--- config.mk ---
export PLATFORM = sky130hd
export DESIGN_NAME = acc_stack_core
export DESIGN_NICKNAME = d
export VERILOG_FILES = /design/src/rtl/acc_stack_core.sv
export SDC_FILE = /design/constraint.sdc
export NUM_CORES = 1
export LEC_CHECK = 0
export CORE_ASPECT_RATIO = 1.25
export CORE_UTILIZATION = 55
export CTS_CLUSTER_DIAMETER = 80
export CTS_CLUSTER_SIZE = 40
export DETAILED_ROUTE_END_ITERATION = 8
export MAX_ROUTING_LAYER = met4
export PLACE_DENSITY_LB_ADDON = 0.3
export SLEW_MARGIN = 20
export SYNTH_ARGS = -nofsm -noshare
export SYNTH_HDL_FRONTEND = slang
export SYNTH_SLANG_ARGS = --single-unit
--- constraint.sdc ---
create_clock -name clk -period 3.6 [get_ports clk]
set_input_delay 0.72 -clock clk [delete_from_list [all_inputs] [get_ports clk]]
set_output_delay 0.72 -clock clk [all_outputs]
set_load 0.005 [all_outputs]
--- src/rtl/acc_stack_core.sv ---
module acc_stack_core #(
  parameter int DATA_W      = 16,
  parameter int ADDR_W      = 16,
  parameter int STACK_DEPTH = 16,
  localparam int SP_W       = $clog2(STACK_DEPTH)
) (
  input  logic              clk,
  input  logic              rst_n,
  output logic [ADDR_W-1:0] prog_addr,
  input  logic [2:0]        prog_op,
  output logic              sys_req,
  input  logic              sys_ack,
  output logic [SP_W-1:0]   sys_sp,
  output logic [DATA_W-1:0] sys_tos,
  output logic [DATA_W-1:0] acc_q,
  output logic [DATA_W-1:0] dat_q
);

  localparam logic [2:0] OP_CLR  = 3'd0;
  localparam logic [2:0] OP_INC  = 3'd1;
  localparam logic [2:0] OP_ROT  = 3'd2;
  localparam logic [2:0] OP_XCH  = 3'd3;
  localparam logic [2:0] OP_PUSH = 3'd4;
  localparam logic [2:0] OP_POP  = 3'd5;
  localparam logic [2:0] OP_JZ   = 3'd6;
  localparam logic [2:0] OP_JMP  = 3'd7;

  logic [DATA_W-1:0] acc, dat;
  logic [SP_W-1:0]   sp;
  logic [ADDR_W-1:0] ip;
  logic              req;
  logic [DATA_W-1:0] stk [STACK_DEPTH];

  wire               taken  = (prog_op == OP_JMP) || (prog_op == OP_JZ && acc == '0);
  wire [ADDR_W-1:0]  bias   = ADDR_W'(dat) - 1'b1;
  wire [ADDR_W-1:0]  dest   = bias + 1'b1;
  wire               gate   = taken && (dest == '0);
  wire [SP_W-1:0]    sp_up  = sp + 1'b1;
  wire [ADDR_W-1:0]  ip_seq = ip + 1'b1;

  always_ff @(posedge clk) begin
    if (!rst_n) begin
      acc <= '0;
      dat <= '0;
      sp  <= '0;
      ip  <= ADDR_W'(1);
      req <= 1'b0;
      for (int i = 0; i < STACK_DEPTH; i++) stk[i] <= '0;
    end else if (req) begin
      if (sys_ack) req <= 1'b0;
    end else begin
      ip <= ip_seq;
      unique case (prog_op)
        OP_CLR:  acc <= '0;
        OP_INC:  acc <= acc + 1'b1;
        OP_ROT:  acc <= {acc[DATA_W-2:0], acc[DATA_W-1]};
        OP_XCH: begin
          acc <= dat;
          dat <= acc;
        end
        OP_PUSH: begin
          sp        <= sp_up;
          stk[sp_up] <= acc;
        end
        OP_POP: begin
          acc <= stk[sp];
          sp  <= sp - 1'b1;
        end
        default: begin
          if (gate)       req <= 1'b1;
          else if (taken) ip  <= dest;
        end
      endcase
    end
  end

  assign prog_addr = ip;
  assign sys_req   = req;
  assign sys_sp    = sp;
  assign sys_tos   = stk[sp];
  assign acc_q     = acc;
  assign dat_q     = dat;

endmodule

==> metrics.md <==
| Metric | Value |
|---|---|
| Status | `finished clean` |
| Max-slew violation count | `0` |
| Gate Count Post-Synth | `1172` |
| Min cycle time layout | `3.534 ns` |
| Total CTS buffers | `13` |
| Clock buffer depth | `3` |
| Power per Cell Area | `391.7 nW/um2` |
| Final Worst Setup Slack | `0.06597 ns` |
| HP Class | `register to register` |
| Final Hold Viols | `0` |
| Largest net degree at the start of global routing | `41` |
| Diode count | `0` |
| Synth area leader | `edfxtp_1` |
| Number of flops mapped to enable cells by yosys | `256` |
| Share of the synthesized area in the top cell type | `0.5115` |
| Layout Cells excl Fill | `1595` |
| Logic pwr share | `0.106` |
| Via density per instance | `6.429` |
| Family with the most delay on the worst path | `multiplexers` |
| Sw frac | `0.2388` |
| Root Driver | `clkbuf_16` |
| Syn_nets | `1188` |
| Maximum vdd drop | `0.2841 mV` |
| Reg clk slew, reported paths | `0.12 ns` |
| R2r startpoint | `acc_q[2]` |
| Ordered list of cells on the worst path | `buf_4 > mux4_2 > mux4_2 > clkdlybuf4s50_1` |
| Number of setup violations in the final report | `0` |
| Ys flop type | `edfxtp_1` |
| Leak | `5.814 nW` |
| Dpl ws | `0.4599 ns` |
| Area growth, synth to finish | `12.54%` |
| Area after DPL | `16490 um2` |
| Final Instance Area | `16910 um2` |
| Initial core utilization | `0.5602` |
| Syn Area/Cell | `12.82 um2` |
| Initial antenna violation count | `0` |
| Sw power | `0.001582 W` |
| Tcrit/Tclk final | `0.9817` |
| Placed Cells | `1573` |
| Worst slew pin tran | `1.086 ns` |
| Worst Path Required | `2.88 ns` |
| Fmax | `0.2830 GHz` |
| Die Area | `27990 um2` |
| Critical Path AT | `2.81 ns` |
| # rows | `67` |
| ANT nets after route | `0` |
| CORE AREA | `26830 um2` |
| Yosys warning total | `0` |
| DPL Wire Length | `27230 um` |
| Unrepaired setup endpoints after global routing | `no` |
| Pint | `0.005042 W` |
| Buf/Inv on CP | `2` |
| Worst skew pair latency | `0.51 ns` |
| DRC | `0` |
| Port Buffer Count | `74` |
| Most frequent cells in the layout | `256 x edfxtp_1, 219 x and2_1, 83 x buf_4` |
| Slew HR | `0.2750` |
| Seq pwr share | `0.615` |
| Slowest-stage cell, CP | `mux4_2` |
| Most common cell after layout, fill and taps aside | `edfxtp_1` |
| WHS | `0.5330 ns` |
| DIE HEIGHT | `186.8 um` |
| Boundary pin count | `75` |
| Worst Skew | `0.02579 ns` |
| Grt ovf | `0` |
| Die Width | `149.9 um` |
| Drt first pass iters | `6` |
| Setup TNS | `0 ns` |
| Share of cells above drive strength 1 | `0.1512` |
| GPL Wtd Cong | `0.9003` |
| Syn Std Cell Area | `15030 um2` |
| CP endpoint kind | `output port` |
| Total routed wirelength | `41060 um` |
| GRT Util Overall | `0.3095` |
| Library cells used by synthesis | `59` |
| Top cells by area, synth | `edfxtp_1 51%, mux4_2 11%, and2_1 9.1%, dfxtp_1 7.6%, clkbuf_1 2.2%` |
| Post-synthesis sequential area ratio | `0.5875` |
| Crit start category | `register` |
| First-pass GRT wire length | `61450 um` |
| Max stage delay on crit path | `0.58 ns` |
| Final #Nets | `1261` |
| Clock power share | `0.279` |
| TritonCTS clock tree | `done` |
| Vias | `10255` |
| FF+latch count, synth | `313` |
| Worst setup path class | `register to output port` |
| H-tree depth | `1` |
| Vias in the first global route | `10103` |
| DR WL/cell | `25.74 um` |
| CP Max Fanout | `8` |
| Max-Cap Viols | `0` |
| CP most frequent cell | `mux4_2` |
| Sink Count | `313` |
| CTS Hold Bufs | `0` |
| DRT iter0 DRCs | `972` |
| Worst Hold Launch | `dat_q[7]` |
| FFs w/ async S/R, synth | `0` |
what timing repair did:
action / CTS / global route
setup endpoints to repair: 10 / 1
hold endpoints to repair: 0 / 0
gates resized for setup: 0 / 1
setup buffers: 2 / 0
area by class of cell:
cell class / count / area (um2)
clock buffer: 13 / 325.3
clock inverter: 7 / 73.82
fill: 1980 / 9913
inverter: 9 / 33.78
multi-input combinational: 744 / 5709
sequential: 313 / 8835
tap: 345 / 431.7
timing repair buffer: 164 / 1504
cells in the mapped netlist, types with 10 or more instances:
| cell type | count |
|---|---|
| edfxtp_1 | 256 |
| nor3_1 | 57 |
| nor4_1 | 11 |
| clkbuf_1 | 88 |
| mux4_2 | 73 |
| mux2i_1 | 24 |
| dfxtp_1 | 57 |
| nor2_1 | 46 |
| nand2_1 | 75 |
| ha_1 | 10 |
| a21oi_1 | 43 |
| nand3_1 | 15 |
| and2_1 | 219 |
| o21ai_0 | 38 |
registers in the layout, indices dropped and copies added (netlist names), named ones only:
| name | count |
|---|---|
| sys_req | 1 |
| stk | 256 |
| acc_q | 16 |
| dat_q | 16 |
| sys_sp | 4 |
| prog_addr | 16 |
kinds of logic (layout without fill, tap and decap cells):
family / count (synthesis) / in the layout / synth area share
and+or+nand+nor: 472 / 472 / 0.1718
DFF: 313 / 313 / 0.5875
AOI/OAI and AO/OA: 154 / 154 / 0.06369
buffers and inverters: 115 / 193 / 0.03330
muxes: 101 / 101 / 0.1314
adders and majority gates: 10 / 10 / 0.008326
xor gates and xnor gates: 7 / 7 / 0.004080
per-layer routing:
metal  global-route usage  share of wire  vias to the layer above
li1                     -              -                     4478
met1               0.3628           0.35                     5093
met2               0.5221           0.52                      547
met3              0.04976          0.082                      137
met4               0.1371          0.048                        0
met5                    -              0                        -
through the flow:
stage | utilization | total power, W
2_1_floorplan | - | 0.004545
3_3_place_gp | 0.6146 | 0.004832
3_5_place_dp | 0.6146 | 0.004845
4_1_cts | 0.6301 | 0.006626
5_1_grt | 0.6305 | 0.006787
6_report | 0.6305 | 0.006624
power by group through the flow:
| stage | clock, W | combinational, W | sequential [W] |
|---|---|---|---|
| after CTS | 0.00186 | 0.000693 | 0.00407 |
| after floorplan | 0 | 0.000416 | 0.00413 |
| after detailed placement | 0 | 0.000681 | 0.00416 |
| after global placement | 0 | 0.000675 | 0.00416 |
| final | 0.00185 | 0.000700 | 0.00408 |
| after global routing | 0.00196 | 0.000738 | 0.00409 |
path summary, 6_finish.rpt:
check / slack [ns] / cells past startpoint / to
hold / removal: 0.53 / 2 / dat_q[7]
hold reg to reg: 0.53 / 2 / dat_q[7]
setup reg to reg: 0.98 / 5 / acc_q[7]
setup / recovery: 0.07 / 4 / sys_tos[4]
worst reg2reg max path: stages, from the launching register on:
cell and delay [ns]:
dfxtp_1 1.06, nand3_1 0.38, nor3_1 0.49, o21ai_0 0.16
and3_1 0.20, a221o_1 0.25
Power figures use the tool's default switching activity.
